===== config.mk =====
export PLATFORM = sky130hd
export DESIGN_NAME = cp_prog_ctrl
export DESIGN_NICKNAME = d
export VERILOG_FILES = /design/src/rtl/cp_pkg.sv /design/src/rtl/cp_op_filter.sv /design/src/rtl/cp_frame_rx.sv /design/src/rtl/cp_prog_ctrl.sv
export SDC_FILE = /design/constraint.sdc
export NUM_CORES = 1
export LEC_CHECK = 0
export ABC_CLOCK_PERIOD_IN_PS = 3200
export BUFFER_PORTS_ARGS = -buffer_cell sky130_fd_sc_hd__buf_2
export CORE_ASPECT_RATIO = 0.9
export CORE_MARGIN = 1.5
export CORE_UTILIZATION = 53
export CTS_CLUSTER_DIAMETER = 40
export CTS_CLUSTER_SIZE = 28
export DETAILED_ROUTE_END_ITERATION = 16
export PLACE_DENSITY = 0.77
export SYNTH_ARGS = -nofsm -noshare
export SYNTH_HDL_FRONTEND = slang
export SYNTH_SLANG_ARGS = --single-unit

===== constraint.sdc =====
create_clock -name clk -period 3.2 [get_ports clk]
set_input_delay 0.48 -clock clk [delete_from_list [all_inputs] [get_ports clk]]
set_output_delay 0.48 -clock clk [all_outputs]
set_load 0.02 [all_outputs]

===== src/rtl/cp_pkg.sv =====
package cp_pkg;
    localparam logic [7:0] OPC_CPROG  = 8'hAD;
    localparam logic [7:0] OPC_WRDIS  = 8'h04;
    localparam logic [7:0] OPC_WREN   = 8'h06;
    localparam logic [7:0] OPC_STAT   = 8'h05;
    localparam logic [7:0] OPC_PROTRD = 8'hA1;
    localparam logic [7:0] OPC_SECRD  = 8'h2B;
    localparam int         ADDR_BYTES = 3;
    localparam int         ABUF_BITS  = 8 * ADDR_BYTES;
endpackage


===== src/rtl/cp_op_filter.sv =====
module cp_op_filter
    import cp_pkg::*;
(
    input  logic [7:0] op,
    input  logic       in_mode,
    output logic       allowed,
    output logic       pass
);
    logic is_read;
    logic is_listed;
    logic is_local;

    always_comb begin
        is_read   = (op == OPC_STAT) || (op == OPC_PROTRD) || (op == OPC_SECRD);
        is_listed = is_read || (op == OPC_CPROG) || (op == OPC_WRDIS);
        is_local  = (op == OPC_CPROG) || (op == OPC_WRDIS) || (op == OPC_WREN);
        allowed   = !in_mode || is_listed;
        pass      = in_mode ? is_read : !is_local;
    end
endmodule


===== src/rtl/cp_frame_rx.sv =====
module cp_frame_rx
    import cp_pkg::*;
#(
    parameter int AW = 24
) (
    input  logic          clk,
    input  logic          rst_n,
    input  logic          cs_fall,
    input  logic          rx_valid,
    input  logic [7:0]    rx_byte,
    input  logic          cur_mode,
    output logic [2:0]    nbytes,
    output logic [7:0]    opcode,
    output logic          frame_mode,
    output logic [AW-1:0] addr,
    output logic [7:0]    dat0,
    output logic [7:0]    dat1
);
    typedef struct packed {
        logic [2:0]           cnt;
        logic [7:0]           op;
        logic                 fmode;
        logic [ABUF_BITS-1:0] abuf;
        logic [7:0]           d0;
        logic [7:0]           d1;
    } rx_state_t;

    rx_state_t s_d, s_q;

    always_comb begin
        s_d = s_q;
        if (cs_fall) begin
            s_d.cnt = '0;
        end else if (rx_valid) begin
            if (s_q.cnt != 3'd7) s_d.cnt = s_q.cnt + 3'd1;
            if (s_q.cnt == 3'd0) begin
                s_d.op    = rx_byte;
                s_d.fmode = cur_mode;
            end else if (s_q.fmode) begin
                if (s_q.cnt == 3'd1) s_d.d0 = rx_byte;
                if (s_q.cnt == 3'd2) s_d.d1 = rx_byte;
            end else begin
                if (s_q.cnt <= 3'd3) s_d.abuf = {s_q.abuf[ABUF_BITS-9:0], rx_byte};
                if (s_q.cnt == 3'd4) s_d.d0 = rx_byte;
                if (s_q.cnt == 3'd5) s_d.d1 = rx_byte;
            end
        end
    end

    always_ff @(posedge clk or negedge rst_n) begin
        if (!rst_n) s_q <= '0;
        else        s_q <= s_d;
    end

    assign nbytes     = s_q.cnt;
    assign opcode     = s_q.op;
    assign frame_mode = s_q.fmode;
    assign addr       = s_q.abuf[AW-1:0];
    assign dat0       = s_q.d0;
    assign dat1       = s_q.d1;

    AST_CNT_CLEAR: assert property (@(posedge clk) disable iff (!rst_n)
        cs_fall |=> (nbytes == 3'd0));
endmodule


===== src/rtl/cp_prog_ctrl.sv =====
module cp_prog_ctrl
    import cp_pkg::*;
#(
    parameter int AW = 24
) (
    input  logic          clk,
    input  logic          rst_n,
    input  logic          cs_fall,
    input  logic          cs_rise,
    input  logic          rx_valid,
    input  logic [7:0]    rx_byte,
    input  logic [AW-1:0] unprot_top,
    input  logic          prog_done,
    output logic          prog_req,
    output logic [AW-1:0] prog_addr,
    output logic [7:0]    prog_byte0,
    output logic [7:0]    prog_byte1,
    output logic          wip,
    output logic          wel,
    output logic          cp_mode,
    output logic          op_pass,
    output logic [7:0]    op_code
);
    typedef struct packed {
        logic          wel;
        logic          wip;
        logic          mode;
        logic [AW-1:0] ptr;
        logic          req;
        logic [AW-1:0] paddr;
        logic [7:0]    pd0;
        logic [7:0]    pd1;
        logic          pass;
        logic [7:0]    pcode;
    } ctl_state_t;

    ctl_state_t s_d, s_q;

    logic [2:0]    f_nb;
    logic [7:0]    f_op;
    logic          f_mode;
    logic [AW-1:0] f_addr;
    logic [7:0]    f_d0;
    logic [7:0]    f_d1;
    logic          f_allowed;
    logic          f_pass_unused;
    logic          rx_allowed_unused;
    logic          rx_pass;
    logic          have_data;
    logic          target_prot;
    logic          last_pair;
    logic [AW-1:0] req_addr;
    logic [AW:0]   next_hi;

    cp_frame_rx #(.AW(AW)) u_rx (
        .clk        (clk),
        .rst_n      (rst_n),
        .cs_fall    (cs_fall),
        .rx_valid   (rx_valid),
        .rx_byte    (rx_byte),
        .cur_mode   (s_q.mode),
        .nbytes     (f_nb),
        .opcode     (f_op),
        .frame_mode (f_mode),
        .addr       (f_addr),
        .dat0       (f_d0),
        .dat1       (f_d1)
    );

    // filter applied when the frame executes, using the mode seen at its opcode
    cp_op_filter u_flt_exec (
        .op      (f_op),
        .in_mode (f_mode),
        .allowed (f_allowed),
        .pass    (f_pass_unused)
    );

    // filter applied to the opcode byte as it arrives, for forwarding
    cp_op_filter u_flt_rx (
        .op      (rx_byte),
        .in_mode (s_q.mode),
        .allowed (rx_allowed_unused),
        .pass    (rx_pass)
    );

    always_comb begin
        have_data   = f_mode ? (f_nb >= 3'd3) : (f_nb >= 3'd6);
        req_addr    = f_mode ? s_q.ptr : {f_addr[AW-1:1], 1'b0};
        target_prot = (req_addr | AW'(1)) > unprot_top;
        next_hi     = {1'b0, s_q.ptr} + (AW+1)'(3);
        last_pair   = next_hi > {1'b0, unprot_top};
    end

    always_comb begin
        s_d      = s_q;
        s_d.req  = 1'b0;
        s_d.pass = 1'b0;

        if (rx_valid && !cs_fall && (f_nb == 3'd0)) begin
            s_d.pass  = rx_pass;
            s_d.pcode = rx_byte;
        end

        if (prog_done && s_q.wip) begin
            s_d.wip = 1'b0;
            s_d.ptr = s_q.ptr + AW'(2);
            if (last_pair) begin
                s_d.mode = 1'b0;
                s_d.wel  = 1'b0;
            end
        end

        if (cs_rise && (f_nb != 3'd0) && f_allowed) begin
            case (f_op)
                OPC_WREN: begin
                    if (!s_q.mode) s_d.wel = 1'b1;
                end
                OPC_WRDIS: begin
                    if (!s_q.mode) begin
                        s_d.wel = 1'b0;
                    end else if (!s_q.wip) begin
                        s_d.mode = 1'b0;
                        s_d.wel  = 1'b0;
                    end
                end
                OPC_CPROG: begin
                    if (have_data && s_q.wel && !s_q.wip &&
                        (f_mode == s_q.mode) && !target_prot) begin
                        s_d.req   = 1'b1;
                        s_d.wip   = 1'b1;
                        s_d.mode  = 1'b1;
                        s_d.ptr   = req_addr;
                        s_d.paddr = req_addr;
                        s_d.pd0   = f_d0;
                        s_d.pd1   = f_d1;
                    end
                end
                default: ;
            endcase
        end
    end

    always_ff @(posedge clk or negedge rst_n) begin
        if (!rst_n) s_q <= '0;
        else        s_q <= s_d;
    end

    assign prog_req   = s_q.req;
    assign prog_addr  = s_q.paddr;
    assign prog_byte0 = s_q.pd0;
    assign prog_byte1 = s_q.pd1;
    assign wip        = s_q.wip;
    assign wel        = s_q.wel;
    assign cp_mode    = s_q.mode;
    assign op_pass    = s_q.pass;
    assign op_code    = s_q.pcode;

    AST_REQ_EVEN: assert property (@(posedge clk) disable iff (!rst_n)
        prog_req |-> !prog_addr[0]);
    AST_REQ_ENABLED: assert property (@(posedge clk) disable iff (!rst_n)
        prog_req |-> (wel && wip && cp_mode));
    AST_REQ_FROM_IDLE: assert property (@(posedge clk) disable iff (!rst_n)
        prog_req |-> !$past(wip));
    AST_WIP_HOLD: assert property (@(posedge clk) disable iff (!rst_n)
        (wip && !prog_done) |=> wip);
    AST_MODE_WEL: assert property (@(posedge clk) disable iff (!rst_n)
        cp_mode |-> wel);
    AST_EXIT_LAST: assert property (@(posedge clk) disable iff (!rst_n)
        (prog_done && wip && last_pair) |=> (!cp_mode && !wel));
    AST_WRDIS_BUSY: assert property (@(posedge clk) disable iff (!rst_n)
        (wip && !prog_done) |=> cp_mode);
endmodule


### Word-level counts from Yosys, hierarchy flattened

Index checks and enable logic that the tools add are counted.

| word-level totals | value |
|---|---|
| memories | 0 |
| memory bits (writable) | 0 |
| latch bits | 0 |
| ROM bits | 0 |
| register bits after elaboration | 129 |
| input bits | 38 |
| logic and storage cells | 112 |

| operators by class | value |
|---|---|
| reduce and logical (&&, ||, !) cells | 35 |
| order comparisons | 5 |
| multiply operators | 0 |
| bitwise operators | 3 |
| muxes and demuxes | 30 |
| shift operators | 0 |
| eq/ne operators | 20 |
| $add $sub $neg | 3 |
| divide/modulo/power cells | 0 |

Operators with widths:

| cell | number |
|---|---|
| 24-bit 2-to-1 mux | 3 |
| 68-bit 2-to-1 mux | 1 |
| 67-bit 2-to-1 mux | 1 |
| 65-bit 2-to-1 mux | 1 |
| 52-bit 2-to-1 mux | 1 |
| 8-bit by 3-bit equality test with 1-bit output (second input constant) | 6 |
| 40-bit 2-to-1 mux | 1 |
| 8-bit equality test (second input constant) | 4 |
| 8-bit 2-to-1 mux | 4 |
| 27-bit 2-to-1 mux | 1 |
| 24-bit by 2-bit adder with 25-bit output (second input constant) | 1 |
| 25-bit by 24-bit > comparator with 1-bit output | 1 |
| 24-bit by 2-bit adder with 24-bit output (second input constant) | 1 |
| 24-bit > comparator | 1 |
| 9-bit 2-to-1 mux | 2 |
| 8-bit by 6-bit equality test with 1-bit output (second input constant) | 2 |
| 16-bit 2-to-1 mux | 1 |
| 5-bit AND reduction | 3 |
| 1-bit 2-to-1 mux | 10 |
| 1-bit logical AND | 9 |
| 1-bit logical OR | 9 |
| 2-bit nonzero test | 4 |
| 3-bit equality test (second input constant) | 2 |
| 3-bit 2-to-1 mux | 2 |
| other kinds (16) | 25 |

### Longest topological paths before layout

| logic depth | value |
|---|---|
| depth after elaboration | 9 |
| depth in mapped cells | 15 |
| depth with buffers taken out | 15 |

### By module

Synthesis repeated with hierarchy kept, for this count alone.

| second synthesis, totals | value |
|---|---|
| cell total of the unflattened synthesis | 777 |
| area, all modules | 8140.3 um2 |

Modules (own cells, without submodules):

| module | cells an instance | instances | sequential area each (um2) | area each (um2) |
|---|---|---|---|---|
| cp_prog_ctrl | 609 | 1 | 1926.8 | 5703.0 |
| cp_frame_rx | 132 | 1 | 1301.2 | 2142.1 |
| cp_op_filter | 18 | 2 | 0.0 | 147.6 |

### Worst setup path after synthesis

OpenSTA, ideal clock, no wires.

| timing path | value |
|---|---|
| kind | register to register |
| start | reg u_rx.s_q, in the netlist u_rx.frame_mode |
| end | reg s_q[56] (netlist bit) |
| slack | -0.273 ns |
| arrival | 3.347 ns |
| period minus slack after synthesis | 3.473 ns |
| stages on the path, launching flop included | 13 |
| required time | 3.073 ns |
| setup time | 0.127 ns |
| cell sequence | dfrtp_1 > clkbuf_1 > buf_1 > mux2_2 > ha_1 > a21oi_1 > o21ai_0 > a221oi_1 > a21boi_4 > a311o_2 > buf_6 > mux2i_1 > a311o_2 |

RTL lines:

| element | RTL line | RTL |
|---|---|---|
| start, declared | cp_frame_rx.sv:28 | `rx_state_t s_d, s_q;` |
| start signal, assigned | cp_frame_rx.sv:51 | `if (!rst_n) s_q <= '0;` |
| start signal, assigned | cp_frame_rx.sv:52 | `else s_q <= s_d;` |
| end signal, assigned | cp_prog_ctrl.sv:144 | `if (!rst_n) s_q <= '0;` |
| end signal, assigned | cp_prog_ctrl.sv:145 | `else s_q <= s_d;` |
| end, declared | cp_prog_ctrl.sv:37 | `ctl_state_t s_d, s_q;` |

==> metrics list <==
- FP Rows: 40
* TritonCTS Sinks: between 100 and 150
* Total iterations of the first detailed-routing run: 5
* CTS buffer count: 17
- Across the VDD grid, the largest voltage drop is around 0.00039 V.
* Total Routing Usage GR: 0.253
* Effective utilization at floorplan: 0.546
- Number of global-route vias before repair: around 5500
- Proportion of netlist area held by the largest area contributor: 0.413
- Among all flip-flop cells after synthesis, the most frequent one is sky130_fd_sc_hd__dfrtp_1.
* Crit path arrival time: approximately 3500 ps
* Height of the die: 115 um
- Share of cells above drive strength 1: 0.322
* Clock transition time at the flip-flop clock pins of the worst setup and hold paths: 60 ps
- Post-synthesis cell type with the largest combined area: sky130_fd_sc_hd__dfrtp_1
- Grt total ovfl: 0
* Worst min-delay path class: in2async
- After detailed routing, the number of remaining DRC violations is 0.
- Yosys printed 0 warnings.
* R2R Path Start: u_rx.frame_mode
- In this run the tightest slew margin relative to its limit is 0.434.
- Worst r2r path cells: 11
* Min Tclk post-route: 3200 ps
- Post-place setup slack: -51.4 ps
* WL per Instance: 17.1 um
- Total power for the finished layout comes to between 4 and 5 mW.
* IO Port Bufs: 90
- Maximum number of buffers from clock root to sink: 2
- Leak: between 4 and 5 nW
* Max-cap violation count: 0
- The final layout contains routed wiring with a total length of around 18000 um.
- CP required: 3500 ps
* CTS tree: built
- The largest individual stage delay along the critical path comes from the cell sky130_fd_sc_hd__a311o_2.
- Number of antenna violations at the first check in global routing: 0
- Critical path's top delay family: compound AO/OA/AOI/OAI gates
- Status: finished, final reports clean
- Classification of the worst setup path: reg2reg
* Non-filler instance count after layout: 1029
* Synthesized cell area: 0.00733 mm2
* Synth Area per Inst: between 9 and 10 um2
- The worst register-to-register path has a setup slack of between 4 and 5 ps.
- Adding up every negative setup slack in the final design gives 0 ps.
* Startpoint types: register
- Number of enable-type register cells in the synthesized netlist: 0
- Antenna cell count: 0
* Die area: ~0.015 mm2
* Final GP Congestion: 0.919
- Of the available clock period, the critical path in the final layout requires 0.999.
- Pin placement for this block handled about 90 I/O pins.
- HPWL after detailed placement: 12600 um
- After synthesis the netlist holds a flip-flop and latch count of roughly 120.
- Setup repair after global routing could not meet its margin everywhere.
* Count of placed standard cells including taps: 990
- Least-Margin Pin Slew: around 850 ps
- Total count of hold-check failures in the final report: 0
- After the last flow step, the layout net total stands at 942.
- After synthesis, the share of flip-flops with an asynchronous set or reset is 1.00.
* Leading cell type by number of instances after synthesis: sky130_fd_sc_hd__dfrtp_1
- Worst setup EP type: register
* Max frequency: 0.313 GHz
- Number of nets with antenna violations after detailed routing: 0
* Sequential element share of the synthesized area: 0.413
- The area growth from synthesis to layout is 18.7%.
- The number of slew-limit violations in the final report is 0.
- Counting both buffers and inverters, the worst setup path holds a total of 2.
- FF-to-FF End: s_q[56]
- Post-route cell area: a little under 0.009 mm2
- Count of unique library cells instantiated by Yosys: 51
- After detailed placement, the total cell area comes to slightly below 0.008 mm2.
* Synth area leaders: sky130_fd_sc_hd__dfrtp_1 (41%), sky130_fd_sc_hd__mux2_2 (10%), sky130_fd_sc_hd__ha_1 (9.6%)
- The number of nets handed over by synthesis was 855.
- Worst stage delay on the critical path: approximately 450 ps
- On the final layout, the worst clock skew is between 8 and 9 ps.
* CP most frequent cell: sky130_fd_sc_hd__a311o_2
* Ratio of total power to cell area: about 570 mW/mm2
- Finish-stage setup viols: 0
- Setup slack closes at about 4.4 ps.
- Entering global routing, the biggest net connects 122 pins.
- Along the worst path, the maximum fanout reaches 12.
- The core region is between 0.01 and 0.015 mm2.
- Clock latency at the later pin of the worst-skew pair: ~430 ps
- The detailed router placed 5690 vias in this run.
- Global-route wire length before repair: roughly 28000 um
* Initial DRC count: about 480
- Top cells by instance count after synthesis: sky130_fd_sc_hd__dfrtp_1 (121), sky130_fd_sc_hd__nand2_1 (97), sky130_fd_sc_hd__nor2_1 (94)
- CTS built an H-tree with a depth of 4.
* Root buffer cell: sky130_fd_sc_hd__clkbuf_16
* Count of mapped cells out of synthesis: roughly 760
- Critical Path, Cell by Cell: buf_12 -> mux2_2 -> ha_4 -> nand4_4 -> nor4_4 -> buf_4 -> nand2_2 -> a21boi_4 -> a311o_2 -> mux2i_1 -> a311o_2
* Width of the chip: between 100 and 150 um
- Using the TritonRoute via totals, the vias-per-cell ratio works out to roughly 5.5.
-- worst max-delay path by stage --
stage                    start            end  slack [ps]  depth (start not counted)
2_1_floorplan  u_rx.frame_mode        s_q[56]          20                         12
3_3_place_gp   u_rx.frame_mode        s_q[56]          20                         11
3_5_place_dp   u_rx.frame_mode        s_q[56]         -50                         11
4_1_cts        u_rx.frame_mode  prog_byte0[5]          20                         13
5_1_grt        u_rx.frame_mode        s_q[56]        -100                         11
6_report       u_rx.frame_mode        s_q[56]           4                         11
-- per-stage QoR --
step | hold WS (ps) | util
after floorplan | 184 | -
after global placement | 447 | 0.589
after detailed placement | 452 | 0.589
after CTS | 172 | 0.634
after global routing | 191 | 0.649
final | 106 | 0.649
-- kinds of logic after synthesis --
| group | Yosys count | share of synthesized area |
|---|---|---|
| XOR/XNOR | 41 | 0.0490 |
| buffers and inverters | 114 | 0.0912 |
| AO/OA/AOI/OAI | 95 | 0.0827 |
| adder cells (fa/ha/maj) | 56 | 0.0956 |
| multiplexers | 71 | 0.109 |
| flip-flops | 121 | 0.413 |
| AND/OR/NAND/NOR | 263 | 0.160 |
-- timing repair --
| action | in CTS | in global routing |
|---|---|---|
| hold buffers | 0 | 0 |
| setup buffers | 2 | 4 |
| cloned | 0 | 1 |
| gates resized for setup | 3 | 24 |
| pin swaps | 5 | 10 |
| endpoints found under the hold margin | 0 | 0 |
| setup endpoints to repair | 2 | 59 |
-- area by class of cell --
cell class                 instances  area (um2)
tap                              168         210
multi-input combinational        526        3770
sequential                       121        3030
fill                            1060        4710
timing repair buffer             145         973
clock buffer                      18         439
inverter                          37         139
clock inverter                    14         139
-- sequential cells by signal (all words and copies together), names as in the netlist --
register         flops
prog_req             1
prog_byte0           8
u_rx.addr           24
op_pass              1
wel                  1
prog_byte1           8
cp_mode              1
u_rx.dat0            8
u_rx.dat1            8
wip                  1
s_q                 24
u_rx.frame_mode      1
prog_addr           24
op_code              8
u_rx.nbytes          3
-- power by group --
part | switching (mW) | leakage [nW] | total, mW | internal (mW)
combinational | 0.601 | 2.58 | 1.17 | 0.565
clock | 0.749 | 0.281 | 1.85 | 1.10
sequential | 0.210 | 1.61 | 1.98 | 1.77
total | 1.56 | 4.47 | 4.99 | 3.43
-- placed cells by master (no fill, tap or decap), drive strengths merged, types with 4 or more instances in the layout --
master	netlist	layout
buf	67	144
dfrtp	121	121
nand2	98	98
nor2	94	94
mux2	68	68
ha	56	56
inv	37	42
a21oi	41	41
o21ai	22	22
xnor2	21	21
xor2	20	20
nand3	20	20
nand4	20	20
clkbuf	10	19
nor3	8	8
a21o	6	6
clkinv	0	6
nand3b	4	4
o211ai	4	4
nor2b	4	4
o31ai	4	4
-- metal layers --
layer  up-vias  share of wire  GRT usage
met4         0          0.015     0.0788
met2       186           0.47      0.403
met5         -              0          0
met1      2742           0.46      0.345
met3        29          0.052     0.0603
li1       2733              -          -
Power figures use the tool's default switching activity.
